### src/rtl/tape_seq_pkg.sv
package tape_seq_pkg;
  typedef struct packed {
    logic holdRun;
    logic dlyRun;
  } tmrStrobe_t;
endpackage

### src/rtl/tape_seq_timers.sv
module tape_seq_timers
  import tape_seq_pkg::*;
#(
  parameter int HOLD_CYC = 64,
  parameter int REW_DLY  = 32
) (
  input  logic       clk,
  input  logic       pwrRst,
  input  tmrStrobe_t strb,
  output logic       holdExp,
  output logic       dlyDone
);
  localparam int HW = $clog2(HOLD_CYC + 1);
  localparam int DW = $clog2(REW_DLY + 1);

  logic [HW-1:0] holdCnt;
  logic [DW-1:0] dlyCnt;

  always_ff @(posedge clk) begin
    if (pwrRst || !strb.holdRun) holdCnt <= '0;
    else if (holdCnt != HW'(HOLD_CYC)) holdCnt <= holdCnt + 1'b1;
  end

  always_ff @(posedge clk) begin
    if (pwrRst || !strb.dlyRun) dlyCnt <= '0;
    else if (dlyCnt != DW'(REW_DLY)) dlyCnt <= dlyCnt + 1'b1;
  end

  assign holdExp = strb.holdRun && (holdCnt == HW'(HOLD_CYC - 1));
  assign dlyDone = strb.dlyRun && (dlyCnt == DW'(REW_DLY));
endmodule

### src/rtl/tape_seq_ctrl.sv
module tape_seq_ctrl
  import tape_seq_pkg::*;
(
  input  logic       clk,
  input  logic       pwrRst,
  input  logic       resetBtn,
  input  logic       select,
  input  logic       interlock,
  input  logic       tapePath,
  input  logic       botTab,
  input  logic       eotTab,
  input  logic       cmdLoad,
  input  logic       cmdRewind,
  input  logic       cmdRewUnload,
  input  logic       cmdFwd,
  input  logic       holdExp,
  input  logic       dlyDone,
  output tmrStrobe_t strb,
  output logic       relayOn,
  output logic       tension,
  output logic       reelMotion,
  output logic       capFwd,
  output logic       rewRamp,
  output logic       ready,
  output logic       onLine,
  output logic       rewinding,
  output logic       unloading,
  output logic       loadFault,
  output logic       botFlag,
  output logic       eotFlag
);
  logic ldA, ldB, onl, rdy, rwdA, rwdB, unl, unlPend, ldFlt;
  logic idle, active, loadGo, rewGo, loadDone, rewDone;
  logic rstL1, rstL2, rstL3, rstL4;

  assign idle     = !(ldA || ldB || rwdA || rwdB || unl);
  assign active   = ldB || onl || rwdA || rwdB || unl;
  assign loadGo   = cmdLoad && select && idle && !onl;
  assign rewGo    = (cmdRewind || cmdRewUnload) && select && idle && onl && rdy;
  assign loadDone = ldB && botTab;
  assign rewDone  = rwdB && botTab;

  // priority cascade: each level clears its group and every level below
  assign rstL1 = resetBtn || (!interlock && active);
  assign rstL2 = rstL1 || loadDone;
  assign rstL3 = rstL2 || rewDone;
  assign rstL4 = rstL3 || holdExp || (unl && !tapePath);

  always_ff @(posedge clk) begin
    if (pwrRst) begin
      ldA <= 1'b0; ldB <= 1'b0; onl <= 1'b0; rdy <= 1'b0;
      rwdA <= 1'b0; rwdB <= 1'b0; unl <= 1'b0; unlPend <= 1'b0;
      ldFlt <= 1'b0;
    end else begin
      if (rstL1) begin onl <= 1'b0; rdy <= 1'b0; end
      if (rstL2) ldB <= 1'b0;
      if (rstL3) begin rwdA <= 1'b0; rwdB <= 1'b0; unlPend <= 1'b0; end
      if (rstL4) begin unl <= 1'b0; ldA <= 1'b0; end
      if (!rstL1) begin
        if (loadGo) begin ldA <= 1'b1; ldFlt <= 1'b0; end
        if (ldA && interlock) begin
          ldA <= 1'b0;
          ldB <= 1'b1;
        end else if (holdExp) begin
          ldFlt <= 1'b1;
        end
        if (loadDone) begin onl <= 1'b1; rdy <= 1'b1; end
        if (rewGo) begin
          rwdA    <= 1'b1;
          rdy     <= 1'b0;
          unlPend <= cmdRewUnload;
        end
        if (rwdA && !rwdB && dlyDone && botTab) rwdB <= 1'b1;
        if (rewDone) begin
          if (unlPend) begin
            unl <= 1'b1; onl <= 1'b0; rdy <= 1'b0;
          end else begin
            rdy <= 1'b1;
          end
        end
      end
    end
  end

  assign strb.holdRun = ldA;
  assign strb.dlyRun  = rwdA;

  assign tension    = ldA;
  assign reelMotion = interlock && (ldB || onl || rwdA || unl);
  assign relayOn    = ldA || reelMotion;
  assign capFwd     = interlock && (ldB || (cmdFwd && select && rdy && onl));
  assign rewRamp    = interlock && rwdA && !rwdB && dlyDone;
  assign ready      = rdy;
  assign onLine     = onl;
  assign rewinding  = rwdA || rwdB;
  assign unloading  = unl;
  assign loadFault  = ldFlt;
  assign botFlag    = botTab && !rewinding && !(ldA || ldB) && !eotTab;
  assign eotFlag    = eotTab && !rewinding && !botTab;
endmodule

### src/rtl/tape_seq_top.sv
module tape_seq_top
  import tape_seq_pkg::*;
#(
  parameter int HOLD_CYC = 64,
  parameter int REW_DLY  = 32
) (
  input  logic clk,
  input  logic pwrRst,
  input  logic resetBtn,
  input  logic select,
  input  logic interlock,
  input  logic tapePath,
  input  logic botTab,
  input  logic eotTab,
  input  logic cmdLoad,
  input  logic cmdRewind,
  input  logic cmdRewUnload,
  input  logic cmdFwd,
  output logic relayOn,
  output logic tension,
  output logic reelMotion,
  output logic capFwd,
  output logic rewRamp,
  output logic ready,
  output logic onLine,
  output logic rewinding,
  output logic unloading,
  output logic loadFault,
  output logic botFlag,
  output logic eotFlag
);
  tmrStrobe_t strb;
  logic holdExp, dlyDone;

  tape_seq_timers #(.HOLD_CYC(HOLD_CYC), .REW_DLY(REW_DLY)) uTmr (
    .clk(clk), .pwrRst(pwrRst), .strb(strb),
    .holdExp(holdExp), .dlyDone(dlyDone)
  );

  tape_seq_ctrl uCtrl (
    .clk(clk), .pwrRst(pwrRst), .resetBtn(resetBtn), .select(select),
    .interlock(interlock), .tapePath(tapePath), .botTab(botTab),
    .eotTab(eotTab), .cmdLoad(cmdLoad), .cmdRewind(cmdRewind),
    .cmdRewUnload(cmdRewUnload), .cmdFwd(cmdFwd),
    .holdExp(holdExp), .dlyDone(dlyDone), .strb(strb),
    .relayOn(relayOn), .tension(tension), .reelMotion(reelMotion),
    .capFwd(capFwd), .rewRamp(rewRamp), .ready(ready), .onLine(onLine),
    .rewinding(rewinding), .unloading(unloading), .loadFault(loadFault),
    .botFlag(botFlag), .eotFlag(eotFlag)
  );
endmodule

### config.mk
export PLATFORM = sky130hd
export DESIGN_NAME = tape_seq_top
export DESIGN_NICKNAME = d
export VERILOG_FILES = /design/src/rtl/tape_seq_pkg.sv /design/src/rtl/tape_seq_timers.sv /design/src/rtl/tape_seq_ctrl.sv /design/src/rtl/tape_seq_top.sv
export SDC_FILE = /design/constraint.sdc
export NUM_CORES = 1
export LEC_CHECK = 0
export ABC_AREA = 0
export BUFFER_PORTS_ARGS = -buffer_cell sky130_fd_sc_hd__buf_2
export CAP_MARGIN = 20
export CORE_ASPECT_RATIO = 0.75
export CORE_MARGIN = 5
export CORE_UTILIZATION = 25
export CTS_CLUSTER_SIZE = 20
export DETAILED_ROUTE_END_ITERATION = 8
export SKIP_CTS_REPAIR_TIMING = 1
export SYNTH_ARGS = -nofsm -noshare
export SYNTH_HDL_FRONTEND = slang
export SYNTH_SLANG_ARGS = --single-unit
export TNS_END_PERCENT = 100
### constraint.sdc
create_clock -name clk -period 3.6 [get_ports clk]
set_input_delay 0.18 -clock clk [delete_from_list [all_inputs] [get_ports clk]]
set_output_delay 0.18 -clock clk [all_outputs]
set_load 0.03 [all_outputs]
==> flow_summary.ini <==
[finish]
num-fill-cells = 468
syn_to_final_growth_pct = 21.8
nets = 166
diodes = 0
final_cell_area_um2 = 1320
layout_common_cells = buf_2, dfxtp_1, nor2_1, nand3_1, nand2_1
drive_above_1_share = 0.208
final_common_cell = buf_2

[pwr]
power_leakage_nw = 0.511
ir_worst_vdd_v = 0.000160
powerDensity_nw_per_um2 = 341

[sta]
rsz0062_at_grt = no
period_needed_ns = 2.03
final-setup-viol-count = 0
layout_setup_ws_ns = 1.57
clock_skew_ns = 0.00576
fmax_ghz = 0.494
slew_headroom = 0.556
period_share = 0.563
tns_ns = 0
tightest_slew_ns = 0.660
final-hold-violation-count = 0
slew_violations = 0

[routing]
drt_iter0_drc = 24
routed_wirelength_mm = 2.31
m1WireLength_mm = 1.22
drcViolationCount = 0
routed-via-count = 913
met3WireLength_um = 134
route.met2.wl_um = 939
drt_first_pass_iters = 4
wl_per_cell_um = 11.3
ant_nets = 0
highest_layer = met4
viasPerCell = 4.48

[synth]
ys_types = 35
synth_edf_count = 0
synth_flop_cell = dfxtp_1
syn_area_um2 = 1080
synth.avg_cell_area_um2 = 8.78
synth_seq_cells = 22
syn_nets = 139
async_flop_share = 0
ys_seq_area_frac = 0.408
yosysWarnings = 0
netlist_instances = 123

[placed_design]
io_buffers = 23
dpl.hpwl_mm = 1.79
dp_slack_ns = 1.79
dpl_cell_area_um2 = 1260
gp_congestion = 0.750

[setup_path]
crit_path_end = rewRamp
crit-reg2reg-launch = uCtrl.rwdB$_SDFF_PP0_
cp-end-kind = output port
rr_endpoint = uCtrl.unlPend$_SDFF_PP0_
worstPathRequired_ns = 3.42
startpoint = uTmr.dlyCnt[0]$_SDFFE_PP0P_
cp-start-kind = flop
ff2ff_path_depth = 4
ff2ff_setup_slack_ns = 1.80
crit_type = reg2out
crit_fanout = 6
worstPathArrival_ns = 1.85

[floorplanning]
dieArea_um2 = 5750
fp.dieW_um = 85.9
fp.dieH_um = 66.9
start_util = 0.263
pin_count = 24
row_count = 20
core_area_um2 = 4100

[cts]
cts_root_buffer = clkbuf_8
htreeDepth = 1
cts_buffer_depth = 2
cts.sinks = 22
clkTransAtPathRegs_ns = 0.08
cts_tree = built
clk_latency_ns = 0.26
cts_made_buffers = 3

[global_routing]
grt_max_degree = 13
grt_pass1_vias = 881
grt_pass1_wl_mm = 4.04
antenna_found_initial = 0
overflow = 0
grt_use_total = 0.0880

[flow_run]
max_cap_viol_count = 0

[run_status]
status = finished, final reports clean

[min_path]
hold_path_class = in2reg
state kept, by name, indices dropped and copies added, names as in the netlist:
signal / count
uCtrl.tension: 1
uCtrl.unloading: 1
uTmr.dlyCnt: 6
uCtrl.loadFault: 1
uCtrl.unlPend: 1
uTmr.holdCnt: 7
uCtrl.onLine: 1
uCtrl.ready: 1
uCtrl.rwdA: 1
uCtrl.rwdB: 1
uCtrl.ldB: 1
cell usage after synthesis (all sizes together), types with 3 or more instances:
library cell,count,area share
a21oi,6,0.028
dfxtp,22,0.41
ha,4,0.046
inv,4,0.014
mux2i,3,0.028
nand2,7,0.024
nand2b,5,0.029
nand3,9,0.042
nor2,16,0.056
nor3,5,0.023
nor3b,3,0.021
nor4,3,0.023
o21ai,4,0.019
or4,3,0.028
xnor2,6,0.049
xor2,4,0.032
worst min-delay path by stage:
| stage | cells after the start | slack, ns | endpoint | startpoint |
|---|---|---|---|---|
| 2_1_floorplan | 2 | 0.30 | uCtrl.loadFault$_SDFFE_PP0N_ | resetBtn |
| 3_3_place_gp | 3 | 0.43 | uCtrl.unlPend$_SDFF_PP0_ | cmdRewUnload |
| 3_5_place_dp | 3 | 0.44 | uCtrl.unlPend$_SDFF_PP0_ | cmdRewUnload |
| 4_1_cts | 3 | 0.16 | uCtrl.unlPend$_SDFF_PP0_ | cmdRewUnload |
| 5_1_grt | 3 | 0.18 | uCtrl.unlPend$_SDFF_PP0_ | cmdRewUnload |
| 6_report | 3 | 0.16 | uCtrl.unlPend$_SDFF_PP0_ | cmdRewUnload |
per-layer routing:
metal / global-route usage / vias up
met5: 0 / -
li1: - / 487
met4: 0.0237 / 0
met2: 0.137 / 20
met1: 0.112 / 404
met3: 0.0358 / 2
metrics by stage:
stage	hold WS [ns]	power [mW]	cells	utilization
3_3_place_gp	0.435	0.278	200	0.307
5_1_grt	0.180	0.468	204	0.320
6_report	0.163	0.448	204	0.320
4_1_cts	0.161	0.454	204	0.320
3_5_place_dp	0.437	0.278	200	0.307
2_1_floorplan	0.297	0.265	123	-
worst max-delay path, stage by stage (launching register included):
cell	delay, ns
dfxtp_1	0.33
inv_1	0.09
ha_1	0.15
nand2_1	0.07
nor4_2	0.50
and4b_1	0.27
buf_2	0.19
final cells by class:
class / instances / area [um^2] / share of cell area
timing repair buffer: 23 / 115 / 0.0875
inverter: 4 / 15.0 / 0.0114
tap: 55 / 68.8 / 0.0523
sequential: 22 / 440 / 0.335
clock buffer: 4 / 55.1 / 0.0419
multi-input combinational: 96 / 621 / 0.472
cell families after synthesis:
group                      after synthesis  share of synthesized area
DFF                                     22                      0.408
xor gates and xnor gates                10                     0.0811
adders and majority gates                4                     0.0464
and+or+nand+nor                         63                      0.328
buffers and inverters                    5                     0.0174
muxes                                    3                     0.0278
AOI/OAI and AO/OA                       16                     0.0915
where the power goes:
group,switching [mW],total (mW),internal (mW)
Clock,0.0790,0.176,0.0974
Combinational,0.0159,0.0266,0.0108
Sequential,0.00146,0.245,0.244
Note: power is estimated with default switching activity, not from simulation.
